**src/rtl/dbn_pkg.sv**
```systemverilog
// Shared definitions for the port debouncer.
// Assumes the threshold width is fixed by the register interface (8 bits).
package dbn_pkg;
    localparam int CNT_W = 8;
    typedef logic [CNT_W-1:0] dbn_count_t;
endpackage

```
**src/rtl/dbn_tick_gen.sv**
```systemverilog
// Free-running prescaler: asserts tick for one clock every CLKS_PER_MS clocks.
// Assumes CLKS_PER_MS >= 1; a value of 1 makes tick constantly high.
module dbn_tick_gen #(
    parameter int CLKS_PER_MS = 50000
) (
    input  logic clk,
    input  logic rst_n,
    output logic tick
);
    localparam int PW = (CLKS_PER_MS > 1) ? $clog2(CLKS_PER_MS) : 1;
    localparam logic [PW-1:0] LAST = PW'(CLKS_PER_MS - 1);

    generate
        if (CLKS_PER_MS == 1) begin : g_every
            assign tick = rst_n;
        end else begin : g_div
            logic [PW-1:0] div_q;
            // Count clocks and wrap at the last count of each period.
            always_ff @(posedge clk) begin
                if (!rst_n)            div_q <= '0;
                else if (div_q == LAST) div_q <= '0;
                else                    div_q <= div_q + 1'b1;
            end
            assign tick = (div_q == LAST);
        end
    endgenerate
endmodule

```
**src/rtl/dbn_enable_reg.sv**
```systemverilog
// Per-line enable bits updated by masked write (upper half mask, lower half value).
// Assumes the write word is valid whenever wr is high.
module dbn_enable_reg #(
    parameter int PINS = 8
) (
    input  logic            clk,
    input  logic            rst_n,
    input  logic            wr,
    input  logic [2*PINS-1:0] wdata,
    output logic [PINS-1:0] en
);
    logic [PINS-1:0] mask, val;
    assign mask = wdata[2*PINS-1:PINS];
    assign val  = wdata[PINS-1:0];

    // Replace only the masked bits on a write.
    always_ff @(posedge clk) begin
        if (!rst_n)  en <= '0;
        else if (wr) en <= (en & ~mask) | (val & mask);
    end
endmodule

```
**src/rtl/dbn_pin_filter.sv**
```systemverilog
// One-line debounce filter: output follows raw after it disagrees for `count`
// consecutive ticks; bypass when disabled or count is zero.
// Assumes raw is synchronous to clk.
module dbn_pin_filter
    import dbn_pkg::*;
(
    input  logic       clk,
    input  logic       rst_n,
    input  logic       tick,
    input  logic       raw,
    input  logic       enable,
    input  dbn_count_t count,
    output logic       filt
);
    logic       hold_q;
    dbn_count_t cnt_q;
    logic       active;
    logic [CNT_W:0] next_cnt;

    assign active   = enable && (count != '0);
    assign next_cnt = {1'b0, cnt_q} + 1'b1;

    // Track raw in bypass, otherwise count ticks of disagreement.
    always_ff @(posedge clk) begin
        if (!rst_n) begin
            hold_q <= 1'b0;
            cnt_q  <= '0;
        end else if (!active) begin
            hold_q <= raw;
            cnt_q  <= '0;
        end else if (raw == hold_q) begin
            cnt_q  <= '0;
        end else if (tick) begin
            if (next_cnt >= {1'b0, count}) begin
                hold_q <= raw;
                cnt_q  <= '0;
            end else begin
                cnt_q  <= next_cnt[CNT_W-1:0];
            end
        end
    end

    assign filt = active ? hold_q : raw;
endmodule

```
**src/rtl/dbn_port_filter.sv**
```systemverilog
// Port-level debouncer: shared tick and threshold, per-line enables and filters.
// Assumes raw_in is already synchronised to clk.
module dbn_port_filter
    import dbn_pkg::*;
#(
    parameter int PINS        = 8,
    parameter int CLKS_PER_MS = 50000
) (
    input  logic              clk,
    input  logic              rst_n,
    input  logic [PINS-1:0]   raw_in,
    input  logic [CNT_W-1:0]  dbc_count,
    input  logic              en_wr,
    input  logic [2*PINS-1:0] en_wdata,
    output logic [PINS-1:0]   en_state,
    output logic [PINS-1:0]   filt_out
);
    logic ms_tick;

    dbn_tick_gen #(.CLKS_PER_MS(CLKS_PER_MS)) u_tick (
        .clk  (clk),
        .rst_n(rst_n),
        .tick (ms_tick)
    );

    dbn_enable_reg #(.PINS(PINS)) u_en (
        .clk  (clk),
        .rst_n(rst_n),
        .wr   (en_wr),
        .wdata(en_wdata),
        .en   (en_state)
    );

    generate
        for (genvar i = 0; i < PINS; i++) begin : g_pin
            dbn_pin_filter u_flt (
                .clk   (clk),
                .rst_n (rst_n),
                .tick  (ms_tick),
                .raw   (raw_in[i]),
                .enable(en_state[i]),
                .count (dbc_count),
                .filt  (filt_out[i])
            );
        end
    endgenerate
endmodule

```
**config.mk**
```make
export PLATFORM = sky130hd
export DESIGN_NAME = dbn_port_filter
export DESIGN_NICKNAME = d
export VERILOG_FILES = /design/src/rtl/dbn_pkg.sv /design/src/rtl/dbn_tick_gen.sv /design/src/rtl/dbn_enable_reg.sv /design/src/rtl/dbn_pin_filter.sv /design/src/rtl/dbn_port_filter.sv
export SDC_FILE = /design/constraint.sdc
export NUM_CORES = 1
export LEC_CHECK = 0
export BUFFER_PORTS_ARGS = -buffer_cell sky130_fd_sc_hd__buf_4
export CAP_MARGIN = 0
export CORE_UTILIZATION = 63
export CTS_BUF_LIST = sky130_fd_sc_hd__clkbuf_8
export DETAILED_ROUTE_END_ITERATION = 8
export PLACE_DENSITY = 0.83
export SLEW_MARGIN = 20
export SYNTH_ARGS = -nofsm -noshare
export SYNTH_HDL_FRONTEND = slang
export SYNTH_SLANG_ARGS = --single-unit
```
**constraint.sdc**
```tcl
create_clock -name clk -period 3.8 [get_ports clk]
set_input_delay 0.19 -clock clk [delete_from_list [all_inputs] [get_ports clk]]
set_output_delay 0.19 -clock clk [all_outputs]
set_load 0.05 [all_outputs]
```
==> flow_summary_export.csv, run 1 <==
group,metric,value,unit
critical_path,cpPeakStageDelay,610,ps
global_route,grt_busiest_layer,"met2",
power_and_ir_drop,power,0.001876,W
timing,tns,0,ps
synth,ys_types,55,
outcome,status,"completed",
synth,synth_async_sr_flop_share,0,%
drt,routed_wl,16.38,mm
floorplan,core-area,0.01032,mm^2
floorplan,die_area,0.01103,mm^2
drt,wl_per_cell,16.19,um
global_route,track_usage,29.99,%
synth,yosys-top-cells-area,"dfxtp_1 29%, ha_1 14%, nand3_1 5.9%",
floorplan,rows,37,
cells_and_area,n_fill_cell,844,
cts,clock_sinks,96,
floorplan,initial_utilization,64.78,%
synth,synth_edf_count,0,
synth,synth_area,0.006688,mm^2
cells_and_area,num_antenna_cells,0,
global_route,grt-ovfl-total,0,
drt,avgViaCountPerCell,6.336,
timing,relSlewSlack,39.50,%
synth,synth.most_common_cell,"dfxtp_1",
drt,route.vias.total,6412,
timing,hold_slack,53.68,ps
power_and_ir_drop,peakVddDrop,0.0002701,V
cells_and_area,finalNetCount,979,
cts,cts_max_level,3,
timing,layout_min_cycle_time,3496,ps
cells_and_area,drive_gt1_share,10.39,%
timing,post-route-period-util,92.00,%
floorplan,die_h,105.0,um
hold_path,hp-start,"en_wdata[0]",
global_route,antenna_found_initial,0,
synth,ys.flop_type,"dfxtp_1",
cts,cts_tree,"built",
synth,netlist.area_leader.share,28.74,%
drt,drt_pass1_iterations,5,
power_and_ir_drop,powerDensity,258.6,mW/mm^2
timing,max_freq,286.0,MHz
synth,yosys.area.top_type,"dfxtp_1",
timing,hold_violations,0,
global_route,grt_pass1_vias,5999,
global_route,grt.met2_usage,49.20,%
hold_path,hp-class,"in -> reg",
drt,drt_iter0_markers,516,
cts,clk_latency,390,ps
timing,setup_violations,0,
floorplan,io_pins,51,
drt,drc,0,
synth,synthCells,841,
timing,fin_skew,10.90,ps
global_route,grtUsageMet3,4.554,%
synth,yosysWarnings,0,
critical_path,path_buf_inv,0,
cts,clockRootBuffer,"clkbuf_8",
timing,rsz0062_at_grt,"no",
critical_path,crit_start,"g_pin[5].u_flt.cnt_q[0]",
cts,ctsHoldBuffers,0,
place,io_buffers,50,
synth,ys_seq_elements,96,
critical_path,critical_path_required,4110,ps
critical_path,cp-end-kind,"register",
floorplan,die_w,105.0,um
timing,tightestPinTransition,902.0,ps
critical_path,cp_top_family,"simple AND/OR/NAND/NOR gates",
cells_and_area,syn2layout_area_growth,8.457,%
timing,final_max_slew_viol_count,0,
place,gp_congestion,0.9283,
cts,path_clk_slew,100,ps
critical_path,cp_max_fo,8,
job,drv_cap,0,
cells_and_area,fin_util,70.26,%
synth,synth.avg_cell_area,7.952,um^2
critical_path,r2r-start,"g_pin[5].u_flt.cnt_q[0]",
critical_path,crit_arrival,3800,ps
global_route,grt_max_degree,40,
critical_path,crit_chain,"ha_1, nand3_1, nor2_1, xor2_1, ha_1, o21a_1, o21ai_0, o221ai_1, nor2_2, or4b_2, a21oi_1",
synth,postSynthNetCount,949,
global_route,use_met1,37.63,%
cts,cts_buffers,9,
place,hpwl,11.90,mm
critical_path,critPathKind,"reg -> reg",
power_and_ir_drop,p_leak,2.965,nW
synth,yosysSeqAreaShare,28.74,%
critical_path,crit_slowest_cell,"or4b_2",
synth,ys_top_cells_by_count,"96 x dfxtp_1, 89 x nand2_1, 79 x nand3_1",
global_route,grt_pass1_wl,26.68,mm
cts,clk_path_buf_depth,2,
critical_path,start_kind,"register",
drt,ant_nets,0,
critical_path,crit_top_cell,"ha_1",
==> metrics by stage <==
stage               cell area (um^2)  worst slack [ps]  instances
finish                          7253             304.0       1012
global route                    7253             43.32       1012
CTS                             7251             341.2       1012
detailed placement              7073             380.5        996
global placement                7073             534.3        996
floorplan                       6688             769.6        841
==> layout make-up <==
cell class / count / area, um^2 / area share (%)
Inverter: 20 / 75.07 / 1.035
Clock buffer: 9 / 123.9 / 1.708
Sequential cell: 96 / 1922 / 26.50
Clock inverter: 7 / 53.80 / 0.7418
Tap cell: 136 / 170.2 / 2.346
Timing Repair Buffer: 59 / 442.9 / 6.107
Multi-Input combinational cell: 685 / 4466 / 61.57
==> logic make-up (layout without fill, tap and decap cells) <==
group           after synthesis  after routing  synth area share (%)
buf+inv                      60             95                 4.528
flops                        96             96                 28.74
mux                           9              9                 1.478
xor+xnor                     63             63                 8.251
simple gates                349            349                 26.34
fa+ha+maj                    73             73                 13.66
compound gates              191            191                 17.01
==> cells in the final DEF (no fill, tap or decap), types with 25 or more instances in the layout <==
cell type	instances
nor3_1	25
nor2_1	56
nand3_1	79
xnor2_1	27
xor2_1	36
buf_4	59
o21ai_0	50
ha_1	73
a21oi_1	72
dfxtp_1	96
nand2_1	89
==> sequential cells by signal (all words and copies together), names as in the netlist, named ones only <==
name,count
u_tick.g_div.div_q,16
g_pin.u_flt.hold_q,8
g_pin.u_flt.cnt_q,64
==> timing repair <==
| item | 4_1_cts | 5_1_grt |
|---|---|---|
| setup endpoints to repair | 0 | 1 |
| setup buffers | 0 | 0 |
| gates resized for setup | 0 | 1 |
==> report_power, final <==
| part | switching (W) | leakage (nW) | internal (W) | total, W |
|---|---|---|---|---|
| registers | 0.0000121 | 0.777 | 0.00102 | 0.00103 |
| clock network | 0.000396 | 0.0880 | 0.000244 | 0.000640 |
| logic | 0.000126 | 2.10 | 0.0000807 | 0.000206 |
==> per-layer routing <==
layer | wire length (um) | share of wire (%)
met4 | 570 | 3.5
met1 | 7324 | 45
met5 | 0 | 0
met3 | 1055 | 6.4
met2 | 7433 | 45
==> final timing paths <==
check                             to  cells after the start  slack [ps]
max          g_pin[5].u_flt.cnt_q[4]                     11         300
min                         register                      3          50
max reg2reg  g_pin[5].u_flt.cnt_q[4]                     11         300
min reg2reg    u_tick.g_div.div_q[0]                      1         460
==> worst register-to-register path, stage by stage, from the launching register on <==
cell	delay, ps
dfxtp_1	430
ha_1	260
nand3_1	230
nor2_1	250
xor2_1	180
ha_1	260
o21a_1	110
o21ai_0	230
o221ai_1	340
nor2_2	370
or4b_2	610
a21oi_1	170
Note: power is estimated with default switching activity, not from simulation.
==> run 2, diff against run 1 <==
CORE_MARGIN = 2   (was unset)
==> flow_summary_export.csv, run 2 (synthesized netlist as in run 1, its figures left out) <==
group,metric,value,unit
outcome,status,"completed",
cts,cts_tree,"built",
cells_and_area,layout_commonest_cell,"dfxtp_1",
critical_path,critPathKind,"reg -> reg",
place,gp_congestion,0.8918,
critical_path,cpPeakStageDelay,640,ps
cts,path_clk_slew,110,ps
critical_path,reg2regPathDepth,11,
floorplan,rows,37,
cts,cts_buffers,9,
critical_path,crit_chain,"ha_1, nand3_1, nor2_1, xor2_1, ha_1, o21a_1, o21ai_0, a211oi_1, nor2_1, or4b_2, a21oi_1",
drt,drt_iter0_markers,595,
timing,final_max_slew_viol_count,0,
cts,cts_resized,0,
timing,hold_violations,0,
drt,avgViaCountPerCell,6.388,
place,io_buffers,50,
critical_path,crit_arrival,3710,ps
cts,clk_latency,380,ps
timing,setup_violations,0,
hold_path,hold_depth,3,
hold_path,hp-class,"in -> reg",
floorplan,initial_utilization,64.78,%
timing,rsz0062_at_grt,"no",
critical_path,path_buf_inv,0,
critical_path,critical_path_required,4120,ps
drt,routed_wl,16.99,mm
cells_and_area,final_cell_mix,"96 x dfxtp_1, 89 x nand2_1, 79 x nand3_1",
global_route,use_met1,38.69,%
global_route,grtUsageMet3,5.957,%
timing,relSlewSlack,40.34,%
cts,post-cts-setup-buffers,0,
critical_path,crit_slowest_cell,"or4b_2",
cells_and_area,reg.largest.list,"g_pin.u_flt.cnt_q: 64 flops, u_tick.g_div.div_q: 16 flops, g_pin.u_flt.hold_q: 8 flops",
floorplan,die_area,0.01146,mm^2
cells_and_area,drive_gt1_share,10.49,%
global_route,grt.met2_usage,50.68,%
cells_and_area,syn2layout_area_growth,8.793,%
place,hpwl,12.37,mm
global_route,grt_pass1_wl,28.23,mm
timing,fin_skew,10.85,ps
power_and_ir_drop,p_leak,2.981,nW
global_route,grt-ovfl-total,0,
critical_path,cp_max_fo,8,
drt,drt_pass1_iterations,6,
cts,ctsHoldBuffers,0,
timing,max_freq,294.3,MHz
timing,tightestPinTransition,889.5,ps
timing,post-route-period-util,89.42,%
power_and_ir_drop,peakVddDrop,0.0001962,V
power_and_ir_drop,powerDensity,264.1,mW/mm^2
timing,tns,0,ps
global_route,grt_busiest_layer,"met2",
critical_path,start_kind,"register",
global_route,antenna_found_initial,0,
cells_and_area,num_antenna_cells,0,
drt,route.vias.total,6471,
floorplan,core-area,0.01032,mm^2
cts,clock_sinks,96,
critical_path,cp_top_family,"simple AND/OR/NAND/NOR gates",
drt,ant_nets,0,
job,drv_cap,0,
global_route,grt_pass1_vias,6116,
critical_path,path_depth,11,
critical_path,r2r-start,"g_pin[5].u_flt.cnt_q[0]",
critical_path,rr_endpoint,"g_pin[5].u_flt.cnt_q[4]",
critical_path,rrSetupSlack,400,ps
drt,wl_per_cell,16.77,um
cells_and_area,largest_reg_flops,64,
global_route,grt_max_degree,32,
cells_and_area,largest-register,"g_pin.u_flt.cnt_q",
cells_and_area,layoutNonFillerInstCount,1013,
hold_path,hp-start,"en_wdata[0]",
floorplan,die_w,107.0,um
cts,clockRootBuffer,"clkbuf_8",
cts,cts_max_level,3,
critical_path,cp-end-kind,"register",
floorplan,io_pins,51,
cts,clk_path_buf_depth,2,
cells_and_area,finalNetCount,980,
global_route,track_usage,30.32,%
timing,layout_min_cycle_time,3398,ps
drt,drc,0,
place,dp.cells,997,
floorplan,die_h,107.0,um
## run 2: power by group
group / switching (W) / total (W) / internal [W]
Clock: 0.000427 / 0.000686 / 0.000259
Combinational: 0.000125 / 0.000206 / 0.0000807
Sequential: 0.0000120 / 0.00103 / 0.00102
## run 2: through the flow
step                      setup slack (ps)  cell area [um^2]  power [W]  hold slack, ps  util, %
after floorplan                      769.6              6688   0.001185           307.6        -
after global placement               656.8              7081   0.001248           427.4    68.59
after detailed placement             495.8              7081   0.001256           454.3    68.59
after CTS                            467.0              7276   0.001930           52.97    70.48
after global routing                 157.1              7276   0.001983           60.84    70.48
final                                402.2              7276   0.001922           58.82    70.48
## run 2: cell type report
class | count | area, um^2
multi-input combinational | 685 | 4463
clock inverter | 7 | 71.32
sequential | 96 | 1922
tap | 136 | 170.2
inverter | 20 | 75.07
fill | 779 | 3048
clock buffer | 9 | 123.9
timing repair buffer | 60 | 450.4
## run 2: per-layer routing
metal,share of wire [%],vias up
li1,-,3122
met2,47,304
met3,7.6,47
met5,0,-
met1,42,2998
met4,2.9,0
## run 2: how the worst max path moves through the flow
stage                            start                 endpoint  slack (ps)
3_3_place_gp   g_pin[5].u_flt.cnt_q[0]  g_pin[5].u_flt.cnt_q[4]         660
2_1_floorplan  g_pin[5].u_flt.cnt_q[0]  g_pin[5].u_flt.cnt_q[4]         770
6_report       g_pin[5].u_flt.cnt_q[0]  g_pin[5].u_flt.cnt_q[4]         400
3_5_place_dp   g_pin[5].u_flt.cnt_q[0]  g_pin[5].u_flt.cnt_q[4]         500
4_1_cts        g_pin[5].u_flt.cnt_q[0]  g_pin[5].u_flt.cnt_q[4]         470
5_1_grt        g_pin[5].u_flt.cnt_q[0]  g_pin[5].u_flt.cnt_q[4]         160
## run 2: worst reg2reg max path, cell delays in order (launching register included)
cell and delay [ps]:
dfxtp_1 430, ha_1 250, nand3_1 230, nor2_1 240, xor2_1 170, ha_1 270, o21a_1 110, o21ai_0 230
a211oi_1 190, nor2_1 430, or4b_2 640, a21oi_1 150
==> run 3, diff against run 2 <==
ABC_AREA = 1   (was unset)
CTS_CLUSTER_DIAMETER = 50   (was unset)
PLACE_DENSITY = 0.87   (was 0.83)
==> flow_summary_export.csv, run 3 <==
group,metric,value,unit
timing,tns,0,ps
cells_and_area,num_antenna_cells,0,
drt,ant_nets,0,
synth,yosysSeqAreaShare,28.50,%
global_route,grt_pass1_vias,5788,
critical_path,crit_arrival,2920,ps
power_and_ir_drop,peakVddDrop,0.0002060,V
synth,ys_types,35,
cts,cts_tree,"built",
drt,drt_iter0_markers,364,
synth,synth_compound_area_share,10.06,%
synth,synth_mux_area_share,0,%
cts,cts_resized,0,
timing,tightestPinTransition,661.5,ps
cts,cts_max_level,3,
critical_path,crit_top_cell,"nand2_1",
timing,post-route-period-util,68.89,%
global_route,track_usage,27.33,%
cells_and_area,n_fill_cell,888,
synth,yosys.area_share.xor_xnor,7.143,%
outcome,status,"completed",
floorplan,die_w,107.5,um
synth,synth_edf_count,0,
floorplan,die_h,107.5,um
cells_and_area,syn2layout_area_growth,8.423,%
synth,yosys.area.top_type,"dfxtp_1",
timing,setup_violations,0,
synth,ys.flop_type,"dfxtp_1",
cts,clk_latency,370,ps
synth,ys_top_cells_by_count,"286 x nand2_1, 122 x inv_1, 99 x a21oi_1",
critical_path,start_kind,"register",
critical_path,cp_max_fo,8,
drt,routed_wl,14.65,mm
global_route,grt_max_degree,27,
cells_and_area,fin_util,70.51,%
cells_and_area,finalNetCount,1117,
cells_and_area,layoutNonFillerInstCount,1150,
drt,wl_per_cell,12.74,um
cells_and_area,reg.largest.list,"g_pin.u_flt.cnt_q: 64 flops, u_tick.g_div.div_q: 16 flops, g_pin.u_flt.hold_q: 8 flops",
synth,postSynthNetCount,1081,
floorplan,io_pins,51,
critical_path,crit_chain,"ha_1, nand3_1, nor2_1, nand2_1, nor2_1, nor2_1, ha_1, a21oi_1, nand2_1, nand2_1, nand2_1, nor2_1, nand2_1, a21oi_1",
synth,synth_fa_ha_area_share,13.54,%
critical_path,crit_slowest_cell,"nor2_1",
cts,ctsHoldBuffers,0,
job,drv_cap,0,
timing,max_freq,382.0,MHz
synth,synth_area,0.006744,mm^2
synth,synth.avg_cell_area,6.931,um^2
drt,route.vias.total,6140,
floorplan,die_area,0.01155,mm^2
power_and_ir_drop,p_leak,3.434,nW
timing,relSlewSlack,55.74,%
timing,setup_slack,1182,ps
timing,hold_slack,61.77,ps
critical_path,cp-end-kind,"register",
drt,avgViaCountPerCell,5.339,
cts,post-cts-setup-buffers,0,
cells_and_area,regArea,0.001922,mm^2
synth,ys_seq_elements,96,
timing,layout_min_cycle_time,2618,ps
place,dp_worst_setup_slack,1275,ps
synth,yosys-top-cells-area,"dfxtp_1 28%, nand2_1 16%, ha_1 14%",
cts,clock_sinks,96,
global_route,grt_pass1_wl,25.59,mm
place,dp.cells,1134,
critical_path,critPathKind,"reg -> reg",
timing,fin_skew,12.25,ps
synth,synth_async_sr_flop_share,0,%
cells_and_area,largest_reg_flops,64,
synth,synth.most_common_cell,"nand2_1",
synth,yosysWarnings,0,
cts,cts_buffers,9,
timing,hold_violations,0,
cts,clk_path_buf_depth,2,
floorplan,core-area,0.01037,mm^2
hold_path,hp-class,"in -> reg",
cells_and_area,layout_commonest_cell,"nand2_1",
cells_and_area,drive_gt1_share,9.073,%
critical_path,critical_path_required,4100,ps
timing,final_max_slew_viol_count,0,
critical_path,cpPeakStageDelay,420,ps
cells_and_area,largest-register,"g_pin.u_flt.cnt_q",
place,hpwl,10.55,mm
drt,drt_pass1_iterations,5,
synth,synthCells,973,
synth,synth_top_family_by_area,"simple AND/OR/NAND/NOR gates",
cells_and_area,multiInputGateArea,0.004148,mm^2
place,io_buffers,50,
synth,yosys.area_share.simple,30.76,%
global_route,grt-ovfl-total,0,
drt,drc,0,
timing,rsz0062_at_grt,"no",
cts,path_clk_slew,90,ps
cts,clockRootBuffer,"clkbuf_8",
place,gp_congestion,0.8506,
global_route,antenna_found_initial,0,
power_and_ir_drop,powerDensity,273.4,mW/mm^2
synth,netlist.area_leader.share,28.50,%
floorplan,initial_utilization,65.03,%
floorplan,rows,37,
cells_and_area,final_cell_mix,"286 x nand2_1, 122 x inv_1, 99 x a21oi_1",
run 3: changes by cell type after synthesis, sizes merged, moves of 10 or more:
| cell | change |
|---|---|
| inv | +103 |
| clkbuf | -13 |
| nor4 | -11 |
| a21oi | +26 |
| o21a | -12 |
| nand3 | -22 |
| and3 | -22 |
| o21ai | -35 |
| nand2 | +204 |
| nand2b | -10 |
| nor2 | +22 |
run 3: power breakdown:
part	internal (W)	switching, W
clock	0.000385	0.000366
sequential	0.00102	0.00000920
combinational	0.0000794	0.000140
run 3: cell type report:
type	instances	area share, %
flip-flops and latches	96	26.28
clock inverters	6	1.129
multi-input cells	727	56.72
well taps	136	2.327
repair buffers	52	5.339
inverters	123	6.314
clock buffers	10	1.882
run 3: cells by family (layout without fill, tap and decap cells):
kind of cell / Yosys count / after routing
XOR/XNOR: 55 / 55
adder cells (fa/ha/maj): 73 / 73
AO/OA/AOI/OAI: 129 / 129
flip-flops: 96 / 96
buffers and inverters: 150 / 191
AND/OR/NAND/NOR: 470 / 470
run 3: final timing paths:
check                                              from                       to  slack (ps)  depth (start not counted)
worst max-delay path            g_pin[1].u_flt.cnt_q[0]  g_pin[1].u_flt.cnt_q[4]        1180                         14
worst min-delay path                          raw_in[7]    g_pin[7].u_flt.hold_q          60                          3
worst max register to register  g_pin[1].u_flt.cnt_q[0]  g_pin[1].u_flt.cnt_q[4]        1180                         14
worst min register to register    u_tick.g_div.div_q[0]    u_tick.g_div.div_q[0]         450                          1
run 3: critical path, delay by kind of cell (launching register included):
| family | cells | cell delay (ps) |
|---|---|---|
| compound gates | 2 | 310 |
| flops | 1 | 410 |
| simple gates | 10 | 1340 |
| fa+ha+maj | 2 | 500 |
run 3: metal layers:
layer,share of wire [%],track usage (%)
met3,6.5,4.782
met5,0,0
met4,2.1,9.707
met1,46,35.03
met2,46,46.25
run 3: through the flow:
step / cell area (um^2) / power [W]
after floorplan: 6744 / 0.001204
after global placement: 7092 / 0.001265
after detailed placement: 7092 / 0.001270
after CTS: 7312 / 0.002011
after global routing: 7312 / 0.002075
final: 7312 / 0.001999
